`src/rtl/remap_pkg.sv`:
```
package remap_pkg;

  typedef struct packed {
    logic load;
    logic step;
  } strobe_t;

  typedef struct packed {
    logic [5:0] xm1;
    logic [5:0] ym1;
    logic [5:0] zm1;
    logic [2:0] order;
    logic [2:0] inv;
    logic [1:0] skip;
    logic [4:0] offset;
  } shape_t;

  function automatic shape_t decodeShape(input logic [31:0] w);
    shape_t s;
    s.xm1    = w[5:0];
    s.ym1    = w[11:6];
    s.zm1    = w[26] ? 6'd0 : w[17:12];
    s.order  = w[26] ? (w[18] ? 3'd2 : 3'd0) : w[20:18];
    s.inv    = w[23:21];
    s.skip   = w[25:24];
    s.offset = w[31:27];
    return s;
  endfunction

  // nesting rank per dimension, 0 = innermost; element 0 is X, 1 is Y, 2 is Z
  function automatic logic [2:0][1:0] rankOf(input logic [2:0] ord);
    logic [2:0][1:0] r;
    case (ord)
      3'd1:    begin r[0] = 2'd0; r[2] = 2'd1; r[1] = 2'd2; end
      3'd2:    begin r[1] = 2'd0; r[0] = 2'd1; r[2] = 2'd2; end
      3'd3:    begin r[1] = 2'd0; r[2] = 2'd1; r[0] = 2'd2; end
      3'd4:    begin r[2] = 2'd0; r[0] = 2'd1; r[1] = 2'd2; end
      3'd5:    begin r[2] = 2'd0; r[1] = 2'd1; r[0] = 2'd2; end
      default: begin r[0] = 2'd0; r[1] = 2'd1; r[2] = 2'd2; end
    endcase
    return r;
  endfunction

endpackage

```
`src/rtl/remap_ctrl.sv`:
```
module remap_ctrl
  import remap_pkg::*;
(
  input  logic    clk,
  input  logic    rstN,
  input  logic    start,
  input  logic    advance,
  input  logic    atEnd,
  output strobe_t strb,
  output logic    running
);

  always_comb begin
    strb.load = start;
    strb.step = running && advance && !start && !atEnd;
  end

  always_ff @(posedge clk or negedge rstN) begin
    if (!rstN)
      running <= 1'b0;
    else if (start)
      running <= 1'b1;
    else if (running && advance && atEnd)
      running <= 1'b0;
  end

  AST_START_RUNS: assert property (@(posedge clk) disable iff (!rstN)
    start |=> running);

  AST_END_STOPS: assert property (@(posedge clk) disable iff (!rstN)
    (running && advance && atEnd && !start) |=> !running);

  AST_IDLE_HOLDS: assert property (@(posedge clk) disable iff (!rstN)
    (!running && !start) |=> !running);

endmodule

```
`src/rtl/remap_dp.sv`:
```
module remap_dp
  import remap_pkg::*;
#(
  parameter int IDX_W = 20
) (
  input  logic             clk,
  input  logic             rstN,
  input  strobe_t          strb,
  input  logic [31:0]      shapeWord,
  output logic [IDX_W-1:0] idx,
  output logic             atEnd
);

  localparam int NDIM = 3;

  shape_t               shp;
  logic [NDIM-1:0][5:0] cnt;
  logic [NDIM-1:0][5:0] cmax;
  logic [NDIM-1:0][5:0] eff;
  logic [NDIM-1:0][1:0] rank;
  logic [NDIM-1:0]      atMax;
  logic [NDIM-1:0]      inc;

  assign cmax[0] = shp.xm1;
  assign cmax[1] = shp.ym1;
  assign cmax[2] = shp.zm1;
  assign rank    = rankOf(shp.order);

  for (genvar d = 0; d < NDIM; d++) begin : g_dim
    logic incD;
    assign atMax[d] = (cnt[d] == cmax[d]);
    assign eff[d]   = shp.inv[d] ? (cmax[d] - cnt[d]) : cnt[d];
    always_comb begin
      incD = strb.step;
      for (int e = 0; e < NDIM; e++)
        if ((rank[e] < rank[d]) && !atMax[e]) incD = 1'b0;
    end
    assign inc[d] = incD;
  end

  assign atEnd = &atMax;

  always_ff @(posedge clk or negedge rstN) begin
    if (!rstN) begin
      shp <= '0;
      cnt <= '0;
    end else if (strb.load) begin
      shp <= decodeShape(shapeWord);
      cnt <= '0;
    end else begin
      for (int k = 0; k < NDIM; k++)
        if (inc[k]) cnt[k] <= atMax[k] ? 6'd0 : cnt[k] + 6'd1;
    end
  end

  logic [IDX_W-1:0] xDim, yDim, tX, tY, tZ;
  always_comb begin
    xDim = IDX_W'(shp.xm1) + IDX_W'(1);
    yDim = IDX_W'(shp.ym1) + IDX_W'(1);
    tX   = (shp.skip == 2'd1) ? '0 : IDX_W'(eff[0]);
    tY   = (shp.skip == 2'd2) ? '0 : IDX_W'(eff[1]) * xDim;
    tZ   = (shp.skip == 2'd3) ? '0 : IDX_W'(eff[2]) * xDim * yDim;
    idx  = IDX_W'(shp.offset) + tX + tY + tZ;
  end

  AST_CNT_BOUND: assert property (@(posedge clk) disable iff (!rstN)
    (cnt[0] <= cmax[0]) && (cnt[1] <= cmax[1]) && (cnt[2] <= cmax[2]));

  AST_STEP_MOVES: assert property (@(posedge clk) disable iff (!rstN)
    (strb.step && !strb.load) |=> (cnt != $past(cnt)));

  AST_LOAD_CLEARS: assert property (@(posedge clk) disable iff (!rstN)
    strb.load |=> (cnt == '0));

endmodule

```
`src/rtl/matrix_remap_gen.sv`:
```
module matrix_remap_gen
  import remap_pkg::*;
#(
  parameter int IDX_W = 20
) (
  input  logic             clk,
  input  logic             rstN,
  input  logic             start,
  input  logic             advance,
  input  logic [31:0]      shapeWord,
  output logic             validOut,
  output logic [IDX_W-1:0] idxOut,
  output logic             lastOut
);

  strobe_t          strb;
  logic             running;
  logic             atEnd;
  logic [IDX_W-1:0] idxRaw;

  remap_ctrl u_ctrl (
    .clk     (clk),
    .rstN    (rstN),
    .start   (start),
    .advance (advance),
    .atEnd   (atEnd),
    .strb    (strb),
    .running (running)
  );

  remap_dp #(.IDX_W(IDX_W)) u_dp (
    .clk       (clk),
    .rstN      (rstN),
    .strb      (strb),
    .shapeWord (shapeWord),
    .idx       (idxRaw),
    .atEnd     (atEnd)
  );

  assign validOut = running;
  assign idxOut   = running ? idxRaw : '0;
  assign lastOut  = running && atEnd;

  AST_IDLE_ZERO: assert property (@(posedge clk) disable iff (!rstN)
    !validOut |-> (idxOut == '0 && !lastOut));

endmodule

```
`config.mk`:
```
export PLATFORM = sky130hd
export DESIGN_NAME = matrix_remap_gen
export DESIGN_NICKNAME = d
export VERILOG_FILES = /design/src/rtl/remap_pkg.sv /design/src/rtl/remap_ctrl.sv /design/src/rtl/remap_dp.sv /design/src/rtl/matrix_remap_gen.sv
export SDC_FILE = /design/constraint.sdc
export NUM_CORES = 1
export LEC_CHECK = 0
export BUFFER_PORTS_ARGS = -buffer_cell sky130_fd_sc_hd__buf_2
export CAP_MARGIN = 20
export CELL_PAD_IN_SITES_DETAIL_PLACEMENT = 0
export CELL_PAD_IN_SITES_GLOBAL_PLACEMENT = 1
export CORE_MARGIN = 1.5
export CORE_UTILIZATION = 44
export DETAILED_ROUTE_END_ITERATION = 7
export HOLD_SLACK_MARGIN = 0.02
export PLACE_DENSITY = 0.85
export RECOVER_POWER = 25
export SYNTH_ARGS = -nofsm -noshare
export SYNTH_HDL_FRONTEND = slang
export SYNTH_SLANG_ARGS = --single-unit
```
`constraint.sdc`:
```
create_clock -name clk -period 10.5 [get_ports clk]
set_input_delay 1.05 -clock clk [delete_from_list [all_inputs] [get_ports clk]]
set_output_delay 1.05 -clock clk [all_outputs]
set_load 0.03 [all_outputs]
```
==> flow_metrics.py, run 1 <==
metrics = {
    "clocking": {
        "clock_sinks": 50,
        "clockBufferDepth": 2,
        "cts.htree.levels": 2,
        "ctsHoldBuffers": 0,
        "numCtsBuffers": 5,
        "clk_pin_slew_ps": 70,
        "clkLatencyLatePin_ps": 290,
        "cts_tree": "done",
        "clock-root-buffer": "clkbuf_16",
    },
    "global_routing": {
        "antenna_found_initial": 0,
        "grt_max_degree": 51,
        "grt_pass1_vias": 8731,
        "gr-total-overflow": 0,
        "grt_pass1_wl_mm": 40.8,
        "track_usage": 0.207,
    },
    "worst_setup_path": {
        "cp.arrival_ps": 10140,
        "cp_max_fo": 4,
        "reg2reg_slack_ps": 7260,
        "worst_path_dominant_cell_family": "adder cells",
        "startpoint_type": "flop",
        "critical_path_buf_inv_count": 8,
        "reg2reg_depth": 10,
        "r2r-end": "u_dp.cnt[17]",
        "crit_top_cell": "fa_1",
        "cp-end-kind": "output port",
        "slowest_delay_ps": 520,
        "reg2reg_from": "u_dp.cmax[6]",
        "cp.required_ps": 9450,
        "path_class": "reg2out",
        "cp_slowest_cell": "fa_1",
    },
    "synth": {
        "syn-num-nets": 1513,
        "syn_avg_cell_area_um2": 8.39,
        "syn_inst": 1221,
        "synth_ff_type": "dfrtp_1",
        "ys_seq_area_frac": 0.122,
        "ys_types": 63,
        "synth-edff-count": 0,
        "synth_seq_cells": 50,
        "async_reset_ff_frac": 1.00,
        "yosysWarnings": 0,
        "synth_area_um2": 10200,
    },
    "timing": {
        "fin_ws_ps": -688,
        "rsz0062_at_grt": "yes",
        "holdWs_ps": 516,
        "max_clock_freq_mhz": 89.4,
        "maxSlewViolCount": 51,
        "setup_viol": 9,
        "hold_viol": 0,
        "skew_ps": 5.05,
        "min_period_ps": 11190,
        "slew_headroom": -0.858,
        "period_share": 1.07,
        "tightest_slew_ps": 2790,
    },
    "layout": {
        "antenna_cells": 0,
        "final_nets": 1692,
        "fill_cells": 2048,
        "finalNonFillerCells": 1714,
        "multi_input_area_um2": 9010,
        "syn2layout_area_growth_pct": 25.0,
        "regArea_um2": 1250,
        "final_common_cell": "inv_1",
        "fin_util": 0.562,
        "final_cell_mix": "inv_1, nor2_1, buf_4, nand2_1, ha_1",
        "drive_gt1_frac": 0.245,
    },
    "placed_design": {
        "gp_congestion": 0.885,
        "hpwlAfterDp_mm": 20.9,
        "port_buffers": 57,
        "post-place-cells": 1692,
    },
    "route": {
        "num_vias": 8806,
        "via_per_inst": 5.14,
        "drtIter0Drc": 353,
        "finalWirelength_mm": 24.7,
        "dr.pass1.iters": 5,
        "ant_nets": 0,
        "wl_per_cell_um": 14.4,
        "drc": 0,
    },
    "hold_path": {
        "min_path_cells": 2,
        "hold_path_class": "reg2reg",
        "whs_endpoint": "u_dp.cnt[4]",
        "min_from": "u_dp.cnt[4]",
    },
    "floorplan": {
        "core_um2": 22800,
        "die-width_um": 156,
        "die_area_um2": 24200,
        "die_h_um": 156,
        "core.rowCount": 55,
        "start_util": 0.450,
        "ios": 58,
    },
    "run_status": {
        "status": "complete, but fails checks",
        "failed_checks": "max-capacitance violations, max-slew violations, negative setup slack",
    },
    "job": {
        "cap_viol_max_count": 1,
    },
}
[cell families (layout without fill, tap and decap cells)]
kind of cell / Yosys count / count (layout) / synth area share
flops: 50 / 50 / 0.122
xor+xnor: 82 / 82 / 0.0716
buf+inv: 193 / 373 / 0.0709
simple gates: 436 / 436 / 0.199
compound gates: 179 / 179 / 0.113
mux: 25 / 25 / 0.0267
fa+ha+maj: 256 / 256 / 0.396
[how the worst max path moves through the flow]
stage	from	to	slack, ps	cells past startpoint
after floorplan	u_dp.cnt[13]	idxOut[18]	-220	45
after global placement	u_dp.cmax[13]	idxOut[18]	-380	43
after detailed placement	u_dp.cmax[12]	idxOut[18]	-620	45
after CTS	u_dp.cnt[13]	idxOut[17]	-730	46
after global routing	u_dp.cnt[13]	idxOut[17]	-1130	48
final	u_dp.cnt[13]	idxOut[17]	-690	46
[stage by stage]
step           cell area, um^2  TNS, ps  setup slack [ps]
2_1_floorplan            10500     -934              -217
3_3_place_gp             12000    -2170              -384
3_5_place_dp             12000    -3860              -619
4_1_cts                  12500    -4980              -728
5_1_grt                  12800    -9130             -1130
6_report                 12800    -4470              -688
[per-layer routing]
| layer | GRT usage | share of wire |
|---|---|---|
| met5 | 0 | 0 |
| met4 | 0.0476 | 0.017 |
| met3 | 0.0122 | 0.027 |
| met2 | 0.366 | 0.48 |
| met1 | 0.280 | 0.47 |
[Yosys cell counts (11+ instances only)]
| cell | number | share of area |
|---|---|---|
| a21o_1 | 20 | 0.015 |
| a21oi_1 | 45 | 0.022 |
| and2_1 | 27 | 0.016 |
| clkbuf_1 | 20 | 0.0073 |
| dfrtp_1 | 50 | 0.12 |
| fa_1 | 114 | 0.22 |
| ha_1 | 142 | 0.17 |
| inv_1 | 168 | 0.062 |
| mux2_2 | 19 | 0.021 |
| nand2_1 | 114 | 0.042 |
| nand2b_1 | 34 | 0.021 |
| nand3_1 | 30 | 0.015 |
| nor2_1 | 156 | 0.057 |
| nor2b_1 | 19 | 0.012 |
| o21ai_0 | 39 | 0.019 |
| o21ai_1 | 11 | 0.0054 |
| xnor2_1 | 53 | 0.045 |
| xor2_1 | 27 | 0.023 |
[flip-flops by register name, summed over array words and instances (netlist names)]
signal,count
u_dp.cmax,18
u_dp.shp,13
u_ctrl.running,1
u_dp.cnt,18
[final cells by class]
| class | instances | area share |
|---|---|---|
| Inverter | 171 | 0.0505 |
| Timing Repair Buffer | 194 | 0.106 |
| Tap cell | 313 | 0.0306 |
| Sequential cell | 50 | 0.0977 |
| Clock inverter | 1 | 0.000391 |
| Multi-Input combinational cell | 978 | 0.703 |
| Clock buffer | 7 | 0.0111 |
[timing repair]
action / in CTS / in global routing
buffers inserted: 10 / 4
resized for setup: 44 / 51
hold endpoints to repair: 0 / 0
setup endpoints to repair: 12 / 14
pin swaps: 32 / 62
[tightest hold or removal path, cell delays in order (launching register included)]
cell and delay [ps]:
dfrtp_1 360, nand2_1 50, o21ai_0 70
Power of run 1 is left out: the tool's default activity adds up to more than one toggle a clock period on the data nets, which glitch-free logic cannot reach.
==> inputs of run 2 (changes only) <==
--- a/config.mk
+++ b/config.mk
@@ -15,6 +15,8 @@
 export HOLD_SLACK_MARGIN = 0.02
 export PLACE_DENSITY = 0.85
 export RECOVER_POWER = 25
+export REMOVE_ABC_BUFFERS = 1
+export SETUP_SLACK_MARGIN = 0.05
 export SYNTH_ARGS = -nofsm -noshare
 export SYNTH_HDL_FRONTEND = slang
 export SYNTH_SLANG_ARGS = --single-unit
==> flow_metrics.py, run 2 (same netlist as run 1, synthesis figures left out) <==
metrics = {
    "run_status": {
        "status": "complete, but fails checks",
        "failed_checks": "max-capacitance violations, max-slew violations, negative setup slack",
    },
    "clocking": {
        "ctsHoldBuffers": 0,
        "cts_tree": "done",
        "clock_sinks": 50,
        "clockBufferDepth": 2,
        "numCtsBuffers": 5,
        "clock-root-buffer": "clkbuf_16",
        "clk_pin_slew_ps": 70,
        "clkLatencyLatePin_ps": 290,
        "cts.htree.levels": 2,
    },
    "layout": {
        "antenna_cells": 0,
        "final_nets": 1720,
        "syn2layout_area_growth_pct": 26.3,
        "drive_gt1_frac": 0.261,
        "finalNonFillerCells": 1742,
        "final_cell_mix": "buf_4, inv_1, nor2_1, nand2_1, ha_1",
        "fin_area_um2": 12900,
        "regArea_um2": 1250,
        "final_common_cell": "buf_4",
        "fill_cells": 2098,
        "multi_input_area_um2": 8910,
    },
    "hold_path": {
        "whs_endpoint": "u_dp.shp[0]",
        "min_path_cells": 1,
        "min_from": "u_dp.shp[0]",
        "hold_path_class": "reg2reg",
    },
    "timing": {
        "skew_ps": 9.50,
        "tightest_slew_ps": 2780,
        "period_share": 1.07,
        "min_period_ps": 11290,
        "slew_headroom": -0.856,
        "max_clock_freq_mhz": 88.6,
        "hold_viol": 0,
        "fin_ws_ps": -787,
        "rsz0062_at_grt": "yes",
        "setup_viol": 10,
        "maxSlewViolCount": 51,
        "holdWs_ps": 523,
    },
    "global_routing": {
        "gr-total-overflow": 0,
        "busiest_layer": "met2",
        "grt_util_met2": 0.376,
        "grt.met1_usage": 0.284,
        "grt_pass1_wl_mm": 41.8,
        "antenna_found_initial": 0,
        "grt_pass1_vias": 8812,
        "track_usage": 0.213,
        "grt_max_degree": 51,
        "grt_use_met3": 0.0114,
    },
    "placed_design": {
        "post-place-cells": 1710,
        "gp_congestion": 0.902,
        "pre_cts_ws_ps": -1210,
        "port_buffers": 57,
        "placed_area_um2": 11900,
        "hpwlAfterDp_mm": 20.9,
    },
    "route": {
        "ant_nets": 0,
        "drtIter0Drc": 417,
        "num_vias": 8819,
        "drc": 0,
        "finalWirelength_mm": 25.4,
        "dr.pass1.iters": 5,
        "wl_per_cell_um": 14.6,
        "via_per_inst": 5.06,
    },
    "worst_setup_path": {
        "reg2reg_slack_ps": 7230,
        "cp.required_ps": 9450,
        "slowest_delay_ps": 550,
        "cp-end-kind": "output port",
        "r2r-end": "u_dp.cnt[17]",
        "startpoint_type": "flop",
        "cp_max_fo": 3,
        "cp_slowest_cell": "fa_1",
        "cp.arrival_ps": 10240,
        "critical_path_buf_inv_count": 8,
        "reg2reg_from": "u_dp.cmax[6]",
        "setup.worst_path.start": "u_dp.cnt[13]",
        "path_class": "reg2out",
        "reg2reg_depth": 10,
        "worst_path_dominant_cell_family": "adder cells",
    },
    "floorplan": {
        "core.rowCount": 55,
        "die-width_um": 156,
        "die_area_um2": 24200,
        "ios": 58,
        "die_h_um": 156,
        "core_um2": 22800,
        "start_util": 0.450,
    },
    "job": {
        "cap_viol_max_count": 1,
    },
}
-- run 2: changes by cell type in the layout (fill, tap and decap cells not counted), moves of 3 or more --
| cell | previous run | this run |
|---|---|---|
| buf_4 | 139 | 169 |
| inv_2 | 8 | 14 |
| inv_1 | 160 | 155 |
| nand3_1 | 27 | 30 |
| nand3_2 | 4 | 1 |
| nor2_2 | 7 | 4 |
| nor3_2 | 3 | 6 |
| xnor2_2 | 5 | 8 |
| xnor2_4 | 4 | 1 |
-- run 2: what timing repair did --
item                       4_1_cts  5_1_grt
pin swaps                       82       39
gates cloned                     0        0
gates resized for setup         88       48
setup endpoints to repair       14       14
buffers inserted                16        8
-- run 2: final cells by class --
class,instances,share of cell area
clock buffer,5,0.00967
clock inverter,3,0.00348
inverter,171,0.0496
multi-input combinational,978,0.689
sequential,50,0.0967
tap,313,0.0303
timing repair buffer,222,0.122
-- run 2: metal layers --
| metal | vias up | wire length (um) |
|---|---|---|
| li1 | 4396 | - |
| met1 | 4246 | 11600 |
| met2 | 142 | 12500 |
| met3 | 35 | 737 |
| met4 | 0 | 559 |
| met5 | - | 0 |
-- run 2: how the worst max path moves through the flow --
stage | endpoint | slack, ps | cells past startpoint
after floorplan | idxOut[13] | -1270 | 44
after global placement | idxOut[19] | -1010 | 46
after detailed placement | idxOut[19] | -1210 | 46
after CTS | idxOut[17] | -690 | 46
after global routing | idxOut[17] | -1160 | 47
final | idxOut[17] | -790 | 46
-- run 2: per-stage QoR --
step	setup TNS, ps	utilization
4_1_cts	-4570	0.556
3_5_place_dp	-9240	0.522
2_1_floorplan	-8270	-
3_3_place_gp	-7430	0.522
5_1_grt	-9450	0.568
6_report	-5570	0.568
Power of run 2 is left out for the same reason.
